--- src/rtl/ecp_rx_pkg.sv ---
package ecp_rx_pkg;

   localparam int BYTE_W = 8;
   localparam int RUN_W  = BYTE_W - 1;

   typedef enum logic [2:0] {
      RX_IDLE,
      RX_PRIME,
      RX_TURN,
      RX_TURN_WAIT,
      RX_RUN,
      RX_ACK_LO,
      RX_EMIT,
      RX_ACK_HI
   } rx_state_e;

   function automatic logic is_wait(input rx_state_e s);
      return (s == RX_PRIME) || (s == RX_TURN) || (s == RX_TURN_WAIT) ||
             (s == RX_ACK_LO) || (s == RX_ACK_HI);
   endfunction

endpackage

--- src/rtl/ecp_in_sync.sv ---
module ecp_in_sync #(
   parameter int          W       = 11,
   parameter int          STAGES  = 2,
   parameter logic [W-1:0] RST_VAL = '0
) (
   input  logic         clk,
   input  logic         rst_n,
   input  logic [W-1:0] d,
   output logic [W-1:0] q
);

   generate
      if (STAGES == 0) begin : g_bypass
         assign q = d;
      end else begin : g_pipe
         logic [W-1:0] pipe_q [STAGES];
         always_ff @(posedge clk or negedge rst_n) begin
            if (!rst_n) begin
               for (int i = 0; i < STAGES; i++) pipe_q[i] <= RST_VAL;
            end else begin
               pipe_q[0] <= d;
               for (int i = 1; i < STAGES; i++) pipe_q[i] <= pipe_q[i-1];
            end
         end
         assign q = pipe_q[STAGES-1];
      end
   endgenerate

endmodule

--- src/rtl/ecp_wait_timer.sv ---
module ecp_wait_timer #(
   parameter int TW = 11
) (
   input  logic          clk,
   input  logic          rst_n,
   input  logic          clr,
   input  logic          tick,
   input  logic [TW-1:0] limit,
   output logic          expired
);

   logic [TW-1:0] cnt_q;

   assign expired = tick && (cnt_q == limit - TW'(1));

   always_ff @(posedge clk or negedge rst_n) begin
      if (!rst_n)      cnt_q <= '0;
      else if (clr)    cnt_q <= '0;
      else if (tick)   cnt_q <= cnt_q + TW'(1);
   end


   cnt_range_chk: assert property (@(posedge clk) disable iff (!rst_n)
      !clr |-> (cnt_q < limit));

endmodule

--- src/rtl/ecp_rle_store.sv ---
module ecp_rle_store #(
   parameter int RUN_W  = 7,
   parameter int BYTE_W = 8
) (
   input  logic              clk,
   input  logic              rst_n,
   input  logic              clr,
   input  logic              cmd_ld,
   input  logic [RUN_W-1:0]  cmd_val,
   input  logic              data_ld,
   input  logic [BYTE_W-1:0] data_val,
   input  logic              take,
   output logic              rep_pend,
   output logic [BYTE_W-1:0] rep_byte
);

   logic [RUN_W-1:0]  left_q;
   logic              armed_q;
   logic [BYTE_W-1:0] byte_q;

   always_ff @(posedge clk or negedge rst_n) begin
      if (!rst_n) begin
         left_q  <= '0;
         armed_q <= 1'b0;
         byte_q  <= '0;
      end else if (clr) begin
         left_q  <= '0;
         armed_q <= 1'b0;
         byte_q  <= '0;
      end else if (cmd_ld) begin
         left_q  <= cmd_val;
         armed_q <= 1'b1;
      end else if (data_ld && armed_q) begin
         byte_q  <= data_val;
         armed_q <= 1'b0;
      end else if (take) begin
         left_q  <= left_q - RUN_W'(1);
      end
   end

   assign rep_pend = (left_q != '0) && !armed_q;
   assign rep_byte = byte_q;


   take_chk: assert property (@(posedge clk) disable iff (!rst_n)
      take |-> rep_pend);

endmodule

--- src/rtl/ecp_rx_ctrl.sv ---
module ecp_rx_ctrl
   import ecp_rx_pkg::*;
#(
   parameter int CNT_W   = 16,
   parameter int TW      = 11,
   parameter int IDLE_T  = 2000,
   parameter int RESP_T  = 6,
   parameter int SETUP_T = 1
) (
   input  logic              clk,
   input  logic              rst_n,
   input  logic              start,
   input  logic [CNT_W-1:0]  req_count,
   input  logic              mode_exit,
   input  logic [BYTE_W-1:0] bus_q,
   input  logic              nack_q,
   input  logic              busy_q,
   input  logic              perror_q,
   input  logic              expired,
   output logic              tmr_clr,
   output logic [TW-1:0]     tmr_limit,
   output logic              rle_clr,
   output logic              cmd_ld,
   output logic              data_ld,
   output logic              take,
   input  logic              rep_pend,
   input  logic [BYTE_W-1:0] rep_byte,
   output logic              m_valid,
   output logic [BYTE_W-1:0] m_data,
   input  logic              m_ready,
   output logic              autofd_n,
   output logic              init_n,
   output logic              bus_rev,
   output logic              done,
   output logic [CNT_W-1:0]  done_count,
   output logic              done_err
);

   localparam logic [TW-1:0] LIM_IDLE  = TW'(IDLE_T);
   localparam logic [TW-1:0] LIM_RESP  = TW'(RESP_T);
   localparam logic [TW-1:0] LIM_SETUP = TW'(SETUP_T);

   rx_state_e         st_q, st_d;
   logic              autofd_q, autofd_d, init_q, init_d, rev_q, rev_d;
   logic              primed_q, primed_d, done_q, done_d, err_q, err_d;
   logic [CNT_W-1:0]  rem_q, rem_d, got_q, got_d;
   logic [BYTE_W-1:0] cap_q, cap_d;

   always_comb begin
      st_d     = st_q;
      autofd_d = autofd_q;
      init_d   = init_q;
      rev_d    = rev_q;
      primed_d = primed_q;
      rem_d    = rem_q;
      got_d    = got_q;
      cap_d    = cap_q;
      err_d    = err_q;
      done_d   = 1'b0;
      rle_clr  = 1'b0;
      cmd_ld   = 1'b0;
      data_ld  = 1'b0;
      take     = 1'b0;
      unique case (st_q)
         RX_IDLE: begin
            if (mode_exit) begin
               rle_clr  = 1'b1;
               rev_d    = 1'b0;
               autofd_d = 1'b1;
               init_d   = 1'b1;
               primed_d = 1'b0;
            end else if (start) begin
               rem_d = req_count;
               got_d = '0;
               err_d = 1'b0;
               if (!primed_q) begin
                  autofd_d = 1'b0;
                  st_d     = RX_PRIME;
               end else if (!rev_q) begin
                  rev_d    = 1'b1;
                  autofd_d = 1'b0;
                  st_d     = RX_TURN;
               end else begin
                  st_d = RX_RUN;
               end
            end
         end
         RX_PRIME: begin
            if (perror_q) begin
               primed_d = 1'b1;
               if (!rev_q) begin
                  rev_d    = 1'b1;
                  autofd_d = 1'b0;
                  st_d     = RX_TURN;
               end else begin
                  st_d = RX_RUN;
               end
            end else if (expired) begin
               done_d = 1'b1;
               err_d  = 1'b1;
               st_d   = RX_IDLE;
            end
         end
         RX_TURN: begin
            if (expired) begin
               init_d = 1'b0;
               st_d   = RX_TURN_WAIT;
            end
         end
         RX_TURN_WAIT: begin
            if (!perror_q) begin
               st_d = RX_RUN;
            end else if (expired) begin
               done_d = 1'b1;
               err_d  = 1'b1;
               st_d   = RX_IDLE;
            end
         end
         RX_RUN: begin
            if (rem_q == '0) begin
               done_d = 1'b1;
               st_d   = RX_IDLE;
            end else if (rep_pend) begin
               if (m_ready) begin
                  take  = 1'b1;
                  rem_d = rem_q - CNT_W'(1);
                  got_d = got_q + CNT_W'(1);
               end
            end else begin
               st_d = RX_ACK_LO;
            end
         end
         RX_ACK_LO: begin
            if (!nack_q) begin
               if (busy_q) begin
                  cap_d   = bus_q;
                  data_ld = 1'b1;
                  st_d    = RX_EMIT;
               end else begin
                  cmd_ld   = !bus_q[BYTE_W-1];
                  autofd_d = 1'b1;
                  st_d     = RX_ACK_HI;
               end
            end else if (expired) begin
               done_d = 1'b1;
               st_d   = RX_IDLE;
            end
         end
         RX_EMIT: begin
            if (m_ready) begin
               rem_d    = rem_q - CNT_W'(1);
               got_d    = got_q + CNT_W'(1);
               autofd_d = 1'b1;
               st_d     = RX_ACK_HI;
            end
         end
         RX_ACK_HI: begin
            if (nack_q) begin
               autofd_d = 1'b0;
               st_d     = RX_RUN;
            end else if (expired) begin
               done_d = 1'b1;
               err_d  = 1'b1;
               st_d   = RX_IDLE;
            end
         end
         default: st_d = RX_IDLE;
      endcase
   end

   always_ff @(posedge clk or negedge rst_n) begin
      if (!rst_n) begin
         st_q     <= RX_IDLE;
         autofd_q <= 1'b1;
         init_q   <= 1'b1;
         rev_q    <= 1'b0;
         primed_q <= 1'b0;
         rem_q    <= '0;
         got_q    <= '0;
         cap_q    <= '0;
         done_q   <= 1'b0;
         err_q    <= 1'b0;
      end else begin
         st_q     <= st_d;
         autofd_q <= autofd_d;
         init_q   <= init_d;
         rev_q    <= rev_d;
         primed_q <= primed_d;
         rem_q    <= rem_d;
         got_q    <= got_d;
         cap_q    <= cap_d;
         done_q   <= done_d;
         err_q    <= err_d;
      end
   end

   always_comb begin
      unique case (st_q)
         RX_ACK_LO: tmr_limit = LIM_IDLE;
         RX_TURN:   tmr_limit = LIM_SETUP;
         default:   tmr_limit = LIM_RESP;
      endcase
   end
   assign tmr_clr = (st_d != st_q) || !is_wait(st_q);

   assign m_valid    = (st_q == RX_EMIT) || ((st_q == RX_RUN) && (rem_q != '0) && rep_pend);
   assign m_data     = (st_q == RX_EMIT) ? cap_q : rep_byte;
   assign autofd_n   = autofd_q;
   assign init_n     = init_q;
   assign bus_rev    = rev_q;
   assign done       = done_q;
   assign done_count = got_q;
   assign done_err   = err_q;


   stall_hold_chk: assert property (@(posedge clk) disable iff (!rst_n)
      (m_valid && !m_ready) |=> (m_valid && $stable(m_data)));

   stall_no_ack_chk: assert property (@(posedge clk) disable iff (!rst_n)
      (m_valid && !m_ready) |=> !autofd_n);

   dir_init_chk: assert property (@(posedge clk) disable iff (!rst_n)
      !bus_rev |-> init_n);

   count_sum_chk: assert property (@(posedge clk) disable iff (!rst_n)
      ((st_q != RX_IDLE) && ($past(st_q) != RX_IDLE)) |->
      $stable({1'b0, rem_q} + {1'b0, got_q}));

   done_pulse_chk: assert property (@(posedge clk) disable iff (!rst_n)
      done |=> !done);

endmodule

--- src/rtl/ecp_rev_rx.sv ---
module ecp_rev_rx #(
   parameter int CNT_W       = 16,
   parameter int IDLE_TICKS  = 2000,
   parameter int RESP_TICKS  = 6,
   parameter int SETUP_TICKS = 1,
   parameter int SYNC_STAGES = 2
) (
   input  logic             clk,
   input  logic             rst_n,
   input  logic             tick,
   input  logic             start,
   input  logic [CNT_W-1:0] req_count,
   input  logic             mode_exit,
   input  logic [7:0]       pp_data,
   input  logic             pp_nack,
   input  logic             pp_busy,
   input  logic             pp_perror,
   output logic             hs_autofd_n,
   output logic             hs_init_n,
   output logic             hs_strobe_n,
   output logic             hs_selin_n,
   output logic             bus_rev,
   output logic             m_valid,
   output logic [7:0]       m_data,
   input  logic             m_ready,
   output logic             done,
   output logic [CNT_W-1:0] done_count,
   output logic             done_err
);
   import ecp_rx_pkg::*;

   localparam int MAX_T = (IDLE_TICKS > RESP_TICKS) ? IDLE_TICKS : RESP_TICKS;
   localparam int TW    = $clog2(MAX_T + 1) + 1;
   localparam int SW    = BYTE_W + 3;
   localparam logic [SW-1:0] SYNC_RST = {1'b1, 2'b00, {BYTE_W{1'b0}}};

   generate
      if (RESP_TICKS < 1 || SETUP_TICKS < 1 || IDLE_TICKS < RESP_TICKS) begin : g_bad_times
         $error("ecp_rev_rx: tick limits must be >= 1 and IDLE_TICKS >= RESP_TICKS");
      end
      if (CNT_W < 1 || SYNC_STAGES < 0) begin : g_bad_widths
         $error("ecp_rev_rx: CNT_W must be >= 1 and SYNC_STAGES >= 0");
      end
   endgenerate

   logic [SW-1:0]     st_raw, st_sync;
   logic [BYTE_W-1:0] bus_q;
   logic              nack_q, busy_q, perror_q;
   logic              tmr_clr, expired;
   logic [TW-1:0]     tmr_limit;
   logic              rle_clr, cmd_ld, data_ld, take, rep_pend;
   logic [BYTE_W-1:0] rep_byte;

   assign st_raw = {pp_nack, pp_busy, pp_perror, pp_data};
   assign {nack_q, busy_q, perror_q, bus_q} = st_sync;

   ecp_in_sync #(.W(SW), .STAGES(SYNC_STAGES), .RST_VAL(SYNC_RST)) u_sync (
      .clk(clk), .rst_n(rst_n), .d(st_raw), .q(st_sync));

   ecp_wait_timer #(.TW(TW)) u_timer (
      .clk(clk), .rst_n(rst_n), .clr(tmr_clr), .tick(tick),
      .limit(tmr_limit), .expired(expired));

   ecp_rle_store #(.RUN_W(RUN_W), .BYTE_W(BYTE_W)) u_rle (
      .clk(clk), .rst_n(rst_n), .clr(rle_clr), .cmd_ld(cmd_ld),
      .cmd_val(bus_q[RUN_W-1:0]), .data_ld(data_ld), .data_val(bus_q),
      .take(take), .rep_pend(rep_pend), .rep_byte(rep_byte));

   ecp_rx_ctrl #(.CNT_W(CNT_W), .TW(TW), .IDLE_T(IDLE_TICKS),
                 .RESP_T(RESP_TICKS), .SETUP_T(SETUP_TICKS)) u_ctrl (
      .clk(clk), .rst_n(rst_n), .start(start), .req_count(req_count),
      .mode_exit(mode_exit), .bus_q(bus_q), .nack_q(nack_q), .busy_q(busy_q),
      .perror_q(perror_q), .expired(expired), .tmr_clr(tmr_clr),
      .tmr_limit(tmr_limit), .rle_clr(rle_clr), .cmd_ld(cmd_ld),
      .data_ld(data_ld), .take(take), .rep_pend(rep_pend), .rep_byte(rep_byte),
      .m_valid(m_valid), .m_data(m_data), .m_ready(m_ready),
      .autofd_n(hs_autofd_n), .init_n(hs_init_n), .bus_rev(bus_rev),
      .done(done), .done_count(done_count), .done_err(done_err));

   assign hs_strobe_n = 1'b1;
   assign hs_selin_n  = 1'b1;

endmodule

--- config.mk ---
export PLATFORM = sky130hd
export DESIGN_NAME = ecp_rev_rx
export DESIGN_NICKNAME = d
export VERILOG_FILES = /design/src/rtl/ecp_rx_pkg.sv /design/src/rtl/ecp_in_sync.sv /design/src/rtl/ecp_wait_timer.sv /design/src/rtl/ecp_rle_store.sv /design/src/rtl/ecp_rx_ctrl.sv /design/src/rtl/ecp_rev_rx.sv
export SDC_FILE = /design/constraint.sdc
export NUM_CORES = 1
export LEC_CHECK = 0
export ABC_AREA = 1
export BUFFER_PORTS_ARGS = -buffer_cell sky130_fd_sc_hd__buf_4
export CELL_PAD_IN_SITES_DETAIL_PLACEMENT = 0
export CELL_PAD_IN_SITES_GLOBAL_PLACEMENT = 1
export CORE_ASPECT_RATIO = 1.1
export CORE_UTILIZATION = 39
export CTS_CLUSTER_SIZE = 40
export DETAILED_ROUTE_END_ITERATION = 10
export GPL_TIMING_DRIVEN = 0
export PLACE_DENSITY_LB_ADDON = 0.1
export SYNTH_ARGS = -nofsm -noshare
export SYNTH_HDL_FRONTEND = slang
export SYNTH_SLANG_ARGS = --single-unit
--- constraint.sdc ---
create_clock -name clk -period 1.65 [get_ports clk]
set_input_delay 0.33 -clock clk [delete_from_list [all_inputs] [get_ports clk]]
set_output_delay 0.33 -clock clk [all_outputs]
set_load 0.005 [all_outputs]
==> reports/summary.txt, run 1 <==
Top area cells in the synthesized netlist - dfrtp_1, nand2_1, nor2_1, o21ai_0, inv_1
Worst-path clk slew - 70 ps
Worst-path maximum fanout - 7
Max Cap Viol - 0
Area growth syn-to-layout - 41.0%
Sequential power share - 27.3%
CP Capture Type - flop
Synth warnings - 0
Top-area cell type share of the netlist area - 46.6%
Congestion Overflow GR - 0
Initial core utilization - 40.2%
Clock Sinks - 99
Synth cell types - 43
Outcome - complete, but fails checks
Total number of vias - 4,847
PortBufs - 61
Setup ws final - -365 ps
Slew margin rel. - 55.3%
VDD IR max - 0.969 mV
Num CTS Buffers - 9
Reg area - 2480 sq um
ANT cells - 0
GP Congestion - 0.894
Post-DP HPWL - 9090 microns
Hold Path Class - in -> reg
Wire length per cell - 15.3 microns
Unrepaired setup endpoints after global routing - true
Vias per inst - 5.14
Area leader, netlist - dfrtp_1
Failing checks - DRC, setup timing
Die ar. - 13,500 sq um
Initial antenna violation count - 0
Placeable Area - 12,700 sq um
Dominant synthesized flop cell - dfrtp_1
Final setup TNS - -15,520 ps
Antenna-violating nets left - 0
Chip Width - 111 microns
Most frequent cells in the layout - nand2_1, buf_4, dfrtp_1
Reg2reg setup slack - -370 ps
Largest net degree at the start of global routing - 100
First-pass DRT Iterations - 8
Gate Count Post-Synth - 644
Clock latency at the later pin of the worst-skew pair - 360 ps
Logic pwr share - 56.3%
Final hold violations - 0
Fraction of registers with async set or reset after synthesis - 100%
Worst Tran Pin Value - 670 ps
Most common cell after layout, fill and taps aside - nand2_1
Net switching power - 5590 uW
Final wirelength - 14,400 microns
Final-report setup violation count - 65
Pwr per Cell Area - 1850 nW/um^2
Die Height - 122 microns
H-tree depth - 3
IO Count - 65
Peak Freq - 496 MHz
CP Launch Type - flop
Final period util - 122%
Vias in the first global route - 4,608
Fillers - 1,186
Clock Power Share - 16.4%
Number of enable flip-flop cells after synthesis - 0
Fraction of layout cells with a size suffix above 1 - 34.4%
Nets - 818
Crit path DAT - 2260 ps
Fin crit period - 2020 ps
Post-synthesis sequential area ratio - 48.7%
Switching Fraction - 42.0%
Root Buffer - clkbuf_16
DR iter-0 viols - 281
Synthesized flop and latch total - 99
Dpl ws - -468 ps
First-pass GRT wire length - 23,200 microns
Int Power - 7710 uW
Post-synthesis cell area - 5100 sq um
Leakage - 0.00337 uW
Critical Path RT - 1900 ps
Critical path class - reg -> reg
DRC - 6
Final Max Tran Viols - 0
Area of the multi-input gates - 2700 sq um
Clock Skew - 4.51 ps
Syn avg cell area - 7.92 sq um
Maximum buffer depth of the clock tree - 2
GR Util All Layers - 22.0%
# rows - 43
CTS tree - yes
-- registers in the layout (all words and copies together) (netlist names) --
register / count
u_ctrl.autofd_n: 1
u_ctrl.bus_rev: 1
u_ctrl.cap_q: 8
u_ctrl.done: 1
u_ctrl.done_count: 16
u_ctrl.done_err: 1
u_ctrl.init_n: 1
u_ctrl.primed_q: 1
u_ctrl.rem_q: 16
u_ctrl.st_q: 3
u_rle.armed_q: 1
u_rle.left_q: 7
u_rle.rep_byte: 8
u_sync.g_pipe.pipe_q: 11
u_sync.q: 11
u_timer.cnt_q: 12
-- worst max-delay path, cell delays in order (launching register included) --
cell and delay (ps):
dfrtp_2 470, clkinv_4 120, nand3_4 120, nand2_4 80, clkinv_4 60, nor2_4 30
nor3_4 190, buf_4 140, buf_6 90, nand3_4 160, nor2_4 140, mux2_4 300
-- layout make-up --
type                       instances  share of cell area [%]
tap                              157                    2.73
multi-input combinational        457                    37.5
clock inverter                     7                    1.03
timing repair buffer             126                    14.6
clock buffer                       9                    3.13
inverter                          70                    3.97
sequential                        99                    34.5
buffer                            18                    2.42
-- Yosys cell counts (all sizes together), types with 5 or more instances --
cell type / instances
o31ai: 10
buf: 11
o211ai: 5
nor3: 15
nor2: 81
nand2: 153
a21oi: 27
xor2: 19
nand3: 41
inv: 69
nand4: 11
clkbuf: 8
o21ai: 58
dfrtp: 95
-- power by group through the flow --
stage	logic (uW)	registers, uW	clock network, uW
2_1_floorplan	3430	3500	0
3_3_place_gp	4800	3590	0
3_5_place_dp	4870	3600	0
4_1_cts	6450	3600	2240
5_1_grt	8190	3720	2320
6_report	7480	3630	2180
-- routing by layer --
metal,global-route usage [%],wire [microns],vias to the layer above,share of wire [%]
li1,-,-,2392,-
met1,29.0,6550,2306,45
met2,36.0,6910,128,48
met3,4.28,688,21,4.8
met4,8.36,270,0,1.9
met5,0,0,-,0
-- per-stage QoR --
step                utilization, %  cell area [sq um]  power [uW]  hold slack, ps  cells
global placement              46.1               5850        8390             332    863
CTS                           53.6               6810       12300            60.9    919
finish                        56.7               7190       13300            73.1    943
detailed placement            46.1               5850        8470             340    863
global route                  56.7               7190       14200            61.1    943
floorplan                        -               5200        6930            34.4    645
-- path summary, 6_finish.rpt --
path / from / to / cells past startpoint
worst max-delay path: u_ctrl.st_q[0]$_DFF_PN0_ / u_ctrl.rem_q[12]$_DFFE_PN0P_ / 11
worst min-delay path: pp_nack / u_sync.g_pipe.pipe_q[21]$_DFF_PN1_ / 1
worst max register to register: u_ctrl.st_q[0]$_DFF_PN0_ / u_ctrl.rem_q[12]$_DFFE_PN0P_ / 11
worst min register to register: u_sync.g_pipe.pipe_q[18]$_DFF_PN0_ / u_sync.q[7]$_DFF_PN0_ / 0
max in group asynchronous: rst_n / u_ctrl.init_n$_DFFE_PN1P_ / 3
min in group asynchronous: rst_n / u_timer.cnt_q[3]$_DFFE_PN0P_ / 2
-- timing repair --
action | in CTS | in global routing
hold endpoints to repair | 0 | 42
setup buffers | 43 | 21
hold buffers | 0 | 1
pin swaps | 33 | 17
gates resized for setup | 103 | 56
cloned | 0 | 1
endpoints found under the setup margin | 81 | 73
-- logic make-up (layout without fill, tap and decap cells) --
kind of cell,count (synthesis),after routing,share of synthesized area (%)
compound gates,115,115,12.8
buf+inv,89,230,7.04
xor+xnor,23,23,3.95
mux,2,2,0.441
fa+ha+maj,4,4,0.981
flops,99,99,48.7
other cells,1,2,0.0735
simple gates,311,311,26.0
Power figures use the tool's default switching activity.
==> run 2: changes to the inputs <==
--- a/config.mk
+++ b/config.mk
@@ -10,10 +10,9 @@
 export CELL_PAD_IN_SITES_DETAIL_PLACEMENT = 0
 export CELL_PAD_IN_SITES_GLOBAL_PLACEMENT = 1
 export CORE_ASPECT_RATIO = 1.1
-export CORE_UTILIZATION = 39
+export CORE_UTILIZATION = 43
 export CTS_CLUSTER_SIZE = 40
 export DETAILED_ROUTE_END_ITERATION = 10
-export GPL_TIMING_DRIVEN = 0
 export PLACE_DENSITY_LB_ADDON = 0.1
 export SYNTH_ARGS = -nofsm -noshare
 export SYNTH_HDL_FRONTEND = slang
==> constraint.sdc (replaced) <==
create_clock -name clk -period 2.15 [get_ports clk]
set_input_delay 0.43 -clock clk [delete_from_list [all_inputs] [get_ports clk]]
set_output_delay 0.43 -clock clk [all_outputs]
set_load 0.005 [all_outputs]
==> run 2 against run 1 <==
Effect of this change:
- the flow now finishes without violations
- sequential share of layout area rose by 4.8 points
- critical path depth fell by 3
- first-iteration DRC count fell by 14%
- via count fell by 5.6%
- sequential power fell by 23%
- clock power fell by 22%
- final cell count fell by 6.0%
- design area fell by 12%
- highest routed layer unchanged
- critical path type is now reg -> out
- total power fell by 37%
- critical endpoint is now m_valid
- die area fell by 9.2%
==> reports/summary.txt, run 2 (synthesized netlist as in run 1, its figures left out) <==
GR Util All Layers - 21.5% (-0.51 points)
Outcome - complete, no violations
Critical path class - reg -> out
Slew margin rel. - 63.9% (+8.6 points)
Leakage - 0.00302 uW (-10%)
Setup ws final - 80.2 ps (+445 ps)
Total number of vias - 4,577 (-5.6%)
Wire length per cell - 14.0 microns (-8.7%)
Chip Width - 106 microns (-4.7%)
Crit path DAT - 1640 ps (-620 ps)
Worst hold slack - 64.6 ps (-8.49 ps)
PortBufs - 62 (+1.6%)
DR iter-0 viols - 242 (-14%)
Clock Sinks - 99 (unchanged)
Vias in the first global route - 4,481 (-2.8%)
Fin crit period - 2070 ps
IO Count - 65 (unchanged)
Die ar. - 12,300 sq um (-9.2%)
Fraction of layout cells with a size suffix above 1 - 20.9% (-13 points)
Area growth syn-to-layout - 23.9%
Nets - 768 (-6.1%)
Final period util - 96.3%
H-tree depth - 3 (unchanged)
Final hold violations - 0 (unchanged)
CTS tree - yes
First-pass GRT wire length - 20,900 microns (-10%)
Hold Path Class - in -> async
Largest net degree at the start of global routing - 42 (-58%)
Max Cap Viol - 0 (unchanged)
Worst Setup SP - u_rle.left_q[0]$_DFFE_PN0P_
Peak Freq - 483 MHz
Final Max Tran Viols - 0 (unchanged)
Initial core utilization - 44.4% (+4.2 points)
Antenna-violating nets left - 0 (unchanged)
VDD IR max - 0.609 mV (-37%)
First-pass DRT Iterations - 5 (-3)
Maximum buffer depth of the clock tree - 2 (unchanged)
Vias per inst - 5.17 (+0.50%)
# rows - 41 (-4.7%)
Congestion Overflow GR - 0 (unchanged)
Post-layout instance area - 6320 sq um (-12%)
GP Congestion - 0.867 (-3.1%)
Die Height - 116 microns (-4.7%)
DRC - 0 (-6)
Root Buffer - clkbuf_16
Dpl ws - -23.9 ps (+444 ps)
Placeable Area - 11,500 sq um (-9.5%)
Post-DP HPWL - 9090 microns (about the same)
Critical Path RT - 1720 ps (-180 ps)
CP Launch Type - flop
Unrepaired setup endpoints after global routing - true
FF-to-FF Start - u_ctrl.st_q[1]$_DFF_PN0_
Pwr per Cell Area - 1320 nW/um^2 (-29%)
Worst-path clk slew - 80 ps (about the same)
Worst Tran Pin Value - 541 ps (-129 ps)
Initial antenna violation count - 0 (unchanged)
Clock latency at the later pin of the worst-skew pair - 350 ps (about the same)
Fillers - 1,142 (-3.7%)
Num CTS Buffers - 9 (unchanged)
Most frequent cells in the layout - nand2_1, dfrtp_1, buf_4
Cts hold-fix bufs - 0 (unchanged)
CP Capture Type - primary output
Most common cell after layout, fill and taps aside - nand2_1
Worst-path maximum fanout - 4 (-3)
Clock Skew - 10.1 ps (+5.60 ps)
ANT cells - 0 (unchanged)
Final wirelength - 12,400 microns (-14%)
Final-report setup violation count - 0 (-100%)
DP Area - 5890 sq um (+0.68%)
==> run 2: repair_timing <==
item / CTS / global route
setup endpoints to repair: 8 / 41
pin swaps: 0 / 5
buffers inserted: 0 / 4
cloned: 0 / 1
gates resized for setup: 7 / 23
==> run 2: routing by layer <==
metal	up-vias	share of wire [%]	global-route usage (%)
met5	-	0	0
met1	2151	47	28.0
li1	2298	-	-
met4	0	1.8	7.78
met3	17	4.4	4.02
met2	111	47	36.0
==> run 2: final cells by class <==
class / count / area [sq um] / share of cell area [%]
well taps: 150 / 188 / 2.97
inverters: 70 / 264 / 4.18
clock buffers: 9 / 225 / 3.56
flip-flops and latches: 99 / 2490 / 39.3
clock inverters: 7 / 88.8 / 1.41
multi-input cells: 458 / 2340 / 37.1
repair buffers: 93 / 727 / 11.5
==> run 2: final timing paths <==
check,endpoint,slack (ps),cells after the start
worst min register to register,u_sync.q[9]$_DFF_PN0_,350,0
max in group asynchronous,u_sync.g_pipe.pipe_q[21]$_DFF_PN1_,1470,2
min in group clk,u_sync.g_pipe.pipe_q[13]$_DFF_PN0_,180,1
worst max register to register,u_timer.cnt_q[6]$_DFFE_PN0P_,130,12
worst min-delay path,u_timer.cnt_q[5]$_DFFE_PN0P_,60,1
worst max-delay path,m_valid,80,8
==> run 2: critical path, cell delays in order (launching register included) <==
cell	delay [ps]
dfrtp_1	370
inv_2	70
ha_2	170
nand2_1	90
nor2_2	130
nand2_1	90
nand2_2	130
o21ai_2	90
buf_4	140
==> run 2: per-stage QoR <==
step,setup TNS (ps),util (%),instances,power [uW]
floorplan,0,-,645,5130
global placement,0,51.3,865,6350
detailed placement,-26.2,51.3,865,6410
CTS,0,54.1,881,8180
global route,-326,55.0,886,9050
finish,0,55.0,886,8350
==> run 2: power by group <==
group | internal [uW] | leakage (uW) | switching, uW
Sequential | 2380 | 0.00125 | 415
Clock | 934 | 0.000152 | 766
Combinational | 1550 | 0.00162 | 2310
Total | 4860 | 0.00302 | 3490
